`config.mk`:
```
export PLATFORM = sky130hd
export DESIGN_NAME = word_demux
export DESIGN_NICKNAME = d
export VERILOG_FILES = /design/src/rtl/wdmx_pkg.sv /design/src/rtl/wdmx_mode_hold.sv /design/src/rtl/wdmx_seq.sv /design/src/rtl/wdmx_lane.sv /design/src/rtl/wdmx_ready.sv /design/src/rtl/word_demux.sv
export SDC_FILE = /design/constraint.sdc
export NUM_CORES = 1
export LEC_CHECK = 0
export BUFFER_PORTS_ARGS = -buffer_cell sky130_fd_sc_hd__buf_2
export CAP_MARGIN = 20
export CORE_ASPECT_RATIO = 0.6
export CORE_UTILIZATION = 40
export CTS_CLUSTER_DIAMETER = 30
export DETAILED_ROUTE_END_ITERATION = 10
export SLEW_MARGIN = 20
export SYNTH_ARGS = -nofsm -noshare
export SYNTH_HDL_FRONTEND = slang
export SYNTH_SLANG_ARGS = --single-unit
```
`constraint.sdc`:
```
create_clock -name clk -period 2.7 [get_ports clk]
set_input_delay 0.27 -clock clk [delete_from_list [all_inputs] [get_ports clk]]
set_output_delay 0.27 -clock clk [all_outputs]
set_load 0.01 [all_outputs]
```
`src/rtl/wdmx_pkg.sv`:
```
package wdmx_pkg;

  typedef struct packed {
    logic quad;
    logic stagger;
    logic selftest;
    logic halfrate;
  } wdmx_mode_t;

  // number of lanes taking part for a given fan-out choice
  function automatic int unsigned active_ports(logic quad, int unsigned nport);
    return quad ? nport : nport / 2;
  endfunction

  // checkerboard source: lane 2 is the complement of the others, odd groups invert
  function automatic logic [31:0] alt_pattern(int unsigned lane, logic phase);
    logic [31:0] base;
    base = {16{2'b10}};
    if (lane == 2) base = ~base;
    if (phase) base = ~base;
    return base;
  endfunction

endpackage

```
`src/rtl/wdmx_mode_hold.sv`:
```
module wdmx_mode_hold
  import wdmx_pkg::*;
#(
  parameter int LEAD_CYCLES = 15
) (
  input  logic       clk,
  input  logic       arst_n,
  input  wdmx_mode_t mode_in,
  output wdmx_mode_t mode_q,
  output logic       lead_done
);
  localparam int LW = $clog2(LEAD_CYCLES + 2);

  logic [LW-1:0] lead_cnt;

  // modes are captured only while reset is held
  always_ff @(posedge clk) begin
    if (!arst_n) mode_q <= mode_in;
  end

  always_ff @(posedge clk or negedge arst_n) begin
    if (!arst_n)         lead_cnt <= '0;
    else if (!lead_done) lead_cnt <= lead_cnt + 1'b1;
  end

  assign lead_done = (lead_cnt == LW'(LEAD_CYCLES));
endmodule

```
`src/rtl/wdmx_seq.sv`:
```
module wdmx_seq
  import wdmx_pkg::*;
#(
  parameter int NPORT = 4
) (
  input  logic             clk,
  input  logic             arst_n,
  input  wdmx_mode_t       mode_q,
  input  logic             lead_done,
  input  logic             sleep,
  output logic             phase,
  output logic [NPORT-1:0] cap_en,
  output logic [NPORT-1:0] pub_en,
  output logic [NPORT-1:0] pub_direct,
  output logic             upd_evt
);
  localparam int SW = $clog2(NPORT);

  logic [SW-1:0] slot;
  logic [SW-1:0] last_slot;
  logic [SW:0]   n_active;
  logic          accept;
  logic          group_end;

  assign n_active  = (SW+1)'(active_ports(mode_q.quad | mode_q.selftest, NPORT));
  assign last_slot = SW'(n_active - 1'b1);
  assign accept    = lead_done & ~sleep;
  assign group_end = accept & (slot == last_slot);

  always_ff @(posedge clk or negedge arst_n) begin
    if (!arst_n) begin
      slot  <= '0;
      phase <= 1'b0;
    end else if (accept) begin
      slot <= group_end ? '0 : slot + 1'b1;
      if (group_end) phase <= ~phase;
    end
  end

  for (genvar p = 0; p < NPORT; p++) begin : g_lane_ctl
    assign cap_en[p]     = accept & (slot == SW'(p));
    assign pub_en[p]     = mode_q.stagger ? cap_en[p]
                                          : (group_end & ((SW+1)'(p) < n_active));
    assign pub_direct[p] = mode_q.stagger | (SW'(p) == last_slot);
  end

  assign upd_evt = mode_q.stagger ? cap_en[0] : group_end;
endmodule

```
`src/rtl/wdmx_lane.sv`:
```
module wdmx_lane #(
  parameter int DW = 10
) (
  input  logic          clk,
  input  logic          arst_n,
  input  logic          cap_en,
  input  logic          pub_en,
  input  logic          pub_direct,
  input  logic          stagger,
  input  logic          halfrate,
  input  logic [DW:0]   word_in,
  output logic [DW-1:0] data_out,
  output logic          aux_out
);
  logic [DW:0] stage_q;
  logic [DW:0] hold_q;
  logic        strobe_q;

  always_ff @(posedge clk or negedge arst_n) begin
    if (!arst_n) begin
      stage_q  <= '0;
      hold_q   <= '0;
      strobe_q <= 1'b0;
    end else begin
      if (cap_en) stage_q <= word_in;
      if (pub_en) begin
        hold_q   <= pub_direct ? word_in : stage_q;
        strobe_q <= halfrate ? ~strobe_q : 1'b1;
      end else if (!halfrate) begin
        strobe_q <= 1'b0;
      end
    end
  end

  assign data_out = hold_q[DW-1:0];
  assign aux_out  = stagger ? strobe_q : hold_q[DW];
endmodule

```
`src/rtl/wdmx_ready.sv`:
```
module wdmx_ready (
  input  logic clk,
  input  logic arst_n,
  input  logic upd_evt,
  input  logic halfrate,
  output logic dready
);
  always_ff @(posedge clk or negedge arst_n) begin
    if (!arst_n)        dready <= 1'b0;
    else if (upd_evt)   dready <= halfrate ? ~dready : 1'b1;
    else if (!halfrate) dready <= 1'b0;
  end
endmodule

```
`src/rtl/word_demux.sv`:
```
module word_demux
  import wdmx_pkg::*;
#(
  parameter int DW          = 10,
  parameter int NPORT       = 4,
  parameter int LEAD_CYCLES = 15
) (
  input  logic                      clk,
  input  logic                      arst_n,
  input  logic                      cfg_quad,
  input  logic                      cfg_stagger,
  input  logic                      cfg_selftest,
  input  logic                      cfg_halfrate,
  input  logic                      sleep,
  input  logic [DW-1:0]             in_data,
  input  logic                      in_extra,
  output logic [NPORT-1:0][DW-1:0]  out_data,
  output logic [NPORT-1:0]          out_aux,
  output logic                      dready
);
  wdmx_mode_t             mode_in;
  wdmx_mode_t             mode_q;
  logic                   lead_done;
  logic                   phase;
  logic                   upd_evt;
  logic [NPORT-1:0]       cap_en;
  logic [NPORT-1:0]       pub_en;
  logic [NPORT-1:0]       pub_direct;
  logic [NPORT-1:0][DW:0] lane_word;

  assign mode_in = '{quad: cfg_quad, stagger: cfg_stagger,
                     selftest: cfg_selftest, halfrate: cfg_halfrate};

  wdmx_mode_hold #(.LEAD_CYCLES(LEAD_CYCLES)) u_mode (
    .clk(clk), .arst_n(arst_n), .mode_in(mode_in),
    .mode_q(mode_q), .lead_done(lead_done)
  );

  wdmx_seq #(.NPORT(NPORT)) u_seq (
    .clk(clk), .arst_n(arst_n), .mode_q(mode_q), .lead_done(lead_done),
    .sleep(sleep), .phase(phase), .cap_en(cap_en), .pub_en(pub_en),
    .pub_direct(pub_direct), .upd_evt(upd_evt)
  );

  for (genvar p = 0; p < NPORT; p++) begin : g_lane
    assign lane_word[p] = mode_q.selftest ? {1'b0, DW'(alt_pattern(p, phase))}
                                          : {in_extra, in_data};

    wdmx_lane #(.DW(DW)) u_lane (
      .clk(clk), .arst_n(arst_n), .cap_en(cap_en[p]), .pub_en(pub_en[p]),
      .pub_direct(pub_direct[p]), .stagger(mode_q.stagger),
      .halfrate(mode_q.halfrate), .word_in(lane_word[p]),
      .data_out(out_data[p]), .aux_out(out_aux[p])
    );
  end

  wdmx_ready u_ready (
    .clk(clk), .arst_n(arst_n), .upd_evt(upd_evt),
    .halfrate(mode_q.halfrate), .dready(dready)
  );
endmodule

```
==> reports/qor.yml <==
timing:
  finalWorstSetupSlack_ns: 0.220
  slew_headroom: 0.487
  rsz0062_at_grt: "false"
  worst_pin_slew_ns: 0.766
  finalSetupViolCount: 0
  final_hold_viol_count: 0
  fmax_ghz: 0.403
  skew_ns: 0.00848
  holdWs_ns: 0.0999
  tns_ns: 0
  period_needed_ns: 2.48
  drv_slew: 0
  timing.final.crit_share: 0.918
layout:
  n_fill_cell: 1255
  fin_area_mm2: 0.00581
  final_util: 0.450
  diodes: 0
  nets: 565
  layout.cells.non_filler: 716
  area_delta_synth_final_pct: 8.73
  drive_gt1_frac: 0.240
critical_path:
  cp.arrival_ns: 2.68
  crit_family: "simple AND/OR/NAND/NOR gates"
  crit_chain: "ha_1 > and3_1 > ha_1 > nor2b_1 > nand2_1 > nand2_1 > o21ai_0"
  setup.worst_path.end_class: "register"
  required_ns: 2.90
  crit_buf_inv: 0
  cp_max_fo: 22
  critPathKind: "reg -> reg"
  startpoint_type: "register"
  slowest_delay_ns: 0.50
  crit_slowest_cell: "nand2_1"
grt:
  track_usage: 0.185
  grt_pass1_vias: 3589
  antenna_found_initial: 0
  grt_pass1_wl_um: 19200
  use_met3: 0.0417
  use_met2: 0.264
  grt_max_degree: 62
  grt_overflow_total: 0
  grt_use_met1: 0.281
  grt.busiest_layer: "met1"
detailed_routing:
  first_pass_iters: 5
  route.detailed.drc: 0
  wl_per_cell_um: 16.9
  via_count: 3723
  routed_wirelength_um: 12100
  ant_nets: 0
  first_iter_violations: 267
  viasPerCell: 5.20
floorplanning:
  die_y_um: 91.6
  rows: 32
  initial_utilization: 0.414
  pin_count: 63
  die-area_mm2: 0.0139
  die_w_um: 151
  coreArea_mm2: 0.0129
cts:
  clockBufferDepth: 2
  clkTransAtPathRegs_ns: 0.07
  clock-root-buffer: "clkbuf_16"
  cts.sinks: 105
  cts_made_buffers: 9
  cts_setup_buffers: 0
  h-tree-depth: 3
  clock_latency_ns: 0.35
  cts_tree: "done"
logic_synthesis:
  synth-async-reset-ratio: 0.962
  ys_top_cells_by_count: "101 x dfrtp_1, 61 x nand2_1, 54 x nor2_1"
  syn_avg_cell_area_um2: 10.1
  synth_most_common_cell: "dfrtp_1"
  yosysUniqueCellTypes: 41
  synth-edff-count: 4
  synth_top_area_frac: 0.473
  netlist_top_cells_area: "dfrtp_1 47%, buf_4 6.3%, mux2_2 5.3%, mux2i_1 4.5%, nand2_1 4.3%"
  netlist_area_mm2: 0.00535
  yosysTopAreaCell: "dfrtp_1"
  synthCells: 529
  synth_ff_type: "dfrtp_1"
  yosys_warnings: 0
  synth_nets: 553
  synth_seq_cells: 105
  synth_seq_area_share: 0.495
run:
  cap_violations: 0
place:
  place.port_buffers: 62
  dpl.hpwl_um: 8840
  gp_congestion: 0.782
  place_area_mm2: 0.00552
  dp_cells: 699
  preCtsSetupSlack_ns: 0.252
power_and_ir_drop:
  power_mw: 6.22
  max-vdd-ir-drop_mv: 0.424
  p_per_area_mw_per_mm2: 1070
  cellLeakagePower_nw: 2.68
run_status:
  status: "complete, no violations"
hold_path:
  hold_path.class: "in -> reg"
[sequential cells by signal, summed over array words and instances, names as in the netlist]
register and count:
u_mode.lead_cnt 5, u_seq.slot 2, u_ready.dready 1, u_mode.mode_q 4, g_lane.u_lane.strobe_q 4, u_seq.phase 1, g_lane.u_lane.hold_q 44, g_lane.u_lane.stage_q 44
[cells in the final DEF, fill, tap and decap left out, types with 3 or more instances in the layout]
| cell | count |
|---|---|
| a211oi_1 | 9 |
| a21o_1 | 10 |
| a21oi_1 | 26 |
| a221oi_1 | 5 |
| a31oi_1 | 10 |
| buf_2 | 61 |
| buf_4 | 15 |
| clkbuf_16 | 9 |
| clkinv_4 | 3 |
| dfrtp_1 | 101 |
| edfxtp_1 | 4 |
| ha_1 | 6 |
| inv_1 | 16 |
| mux2_1 | 6 |
| mux2_2 | 25 |
| mux2_4 | 5 |
| mux2i_1 | 24 |
| nand2_1 | 60 |
| nand2b_1 | 3 |
| nor2_1 | 54 |
| nor2b_1 | 8 |
| o21a_1 | 5 |
| o21ai_0 | 40 |
| o221ai_1 | 5 |
| xnor2_1 | 7 |
| xor2_1 | 3 |
[power breakdown]
| group | switching [mW] | total, mW | internal (mW) |
|---|---|---|---|
| Clock | 0.602 | 1.24 | 0.634 |
| Combinational | 1.22 | 2.26 | 1.04 |
| Sequential | 0.445 | 2.72 | 2.28 |
[metal layers]
| metal | wire (µm) | up-vias |
|---|---|---|
| li1 | - | 1776 |
| met1 | 6180 | 1828 |
| met2 | 5000 | 109 |
| met3 | 807 | 10 |
| met4 | 80 | 0 |
| met5 | 0 | - |
[cell families (layout without fill, tap and decap cells)]
| kind of cell | count (synthesis) | after routing | share of synthesized area |
|---|---|---|---|
| AOI/OAI and AO/OA | 116 | 116 | 0.135 |
| xor gates and xnor gates | 10 | 10 | 0.0164 |
| adders and majority gates | 6 | 6 | 0.0140 |
| buffers and inverters | 94 | 111 | 0.104 |
| DFF | 105 | 105 | 0.495 |
| muxes | 60 | 60 | 0.124 |
| and+or+nand+nor | 138 | 138 | 0.111 |
[layout make-up]
type	instances	area, µm²	share of cell area
well taps	170	213	0.0366
flip-flops and latches	105	2650	0.455
repair buffers	79	468	0.0805
inverters	16	60.1	0.0103
multi-input cells	330	2150	0.369
clock buffers	9	225	0.0387
clock inverters	7	53.8	0.00925
[worst register-to-register path: stages, from the launching register on]
cell and delay [ns]:
dfrtp_1 0.40, ha_1 0.18, and3_1 0.16, ha_1 0.35, nor2b_1 0.44, nand2_1 0.50, nand2_1 0.21, o21ai_0 0.10
[timing repair]
action / in CTS / in global routing
hold endpoints to repair: 40 / 0
hold buffers: 1 / 0
endpoints found under the setup margin: 0 / 4
resized for setup: 0 / 2
[final timing paths]
path	cells past startpoint	to	slack, ns	start
min reg2reg	1	g_lane[2].u_lane.hold_q[1]$_DFFE_PN0P_	0.48	g_lane[2].u_lane.hold_q[1]$_DFFE_PN0P_
min	1	u_mode.mode_q[3]$_DFFE_PN_	0.1	cfg_quad
min in group asynchronous	2	g_lane[1].u_lane.hold_q[4]$_DFFE_PN0P_	0.45	arst_n
max in group asynchronous	3	u_ready.dready$_DFFE_PN0P_	1.52	arst_n
max	7	g_lane[3].u_lane.stage_q[3]$_DFFE_PN0P_	0.22	u_mode.lead_cnt[0]$_DFFE_PN0P_
max reg2reg	7	g_lane[3].u_lane.stage_q[3]$_DFFE_PN0P_	0.22	u_mode.lead_cnt[0]$_DFFE_PN0P_
No activity file was read; power rests on OpenSTA's default activity.
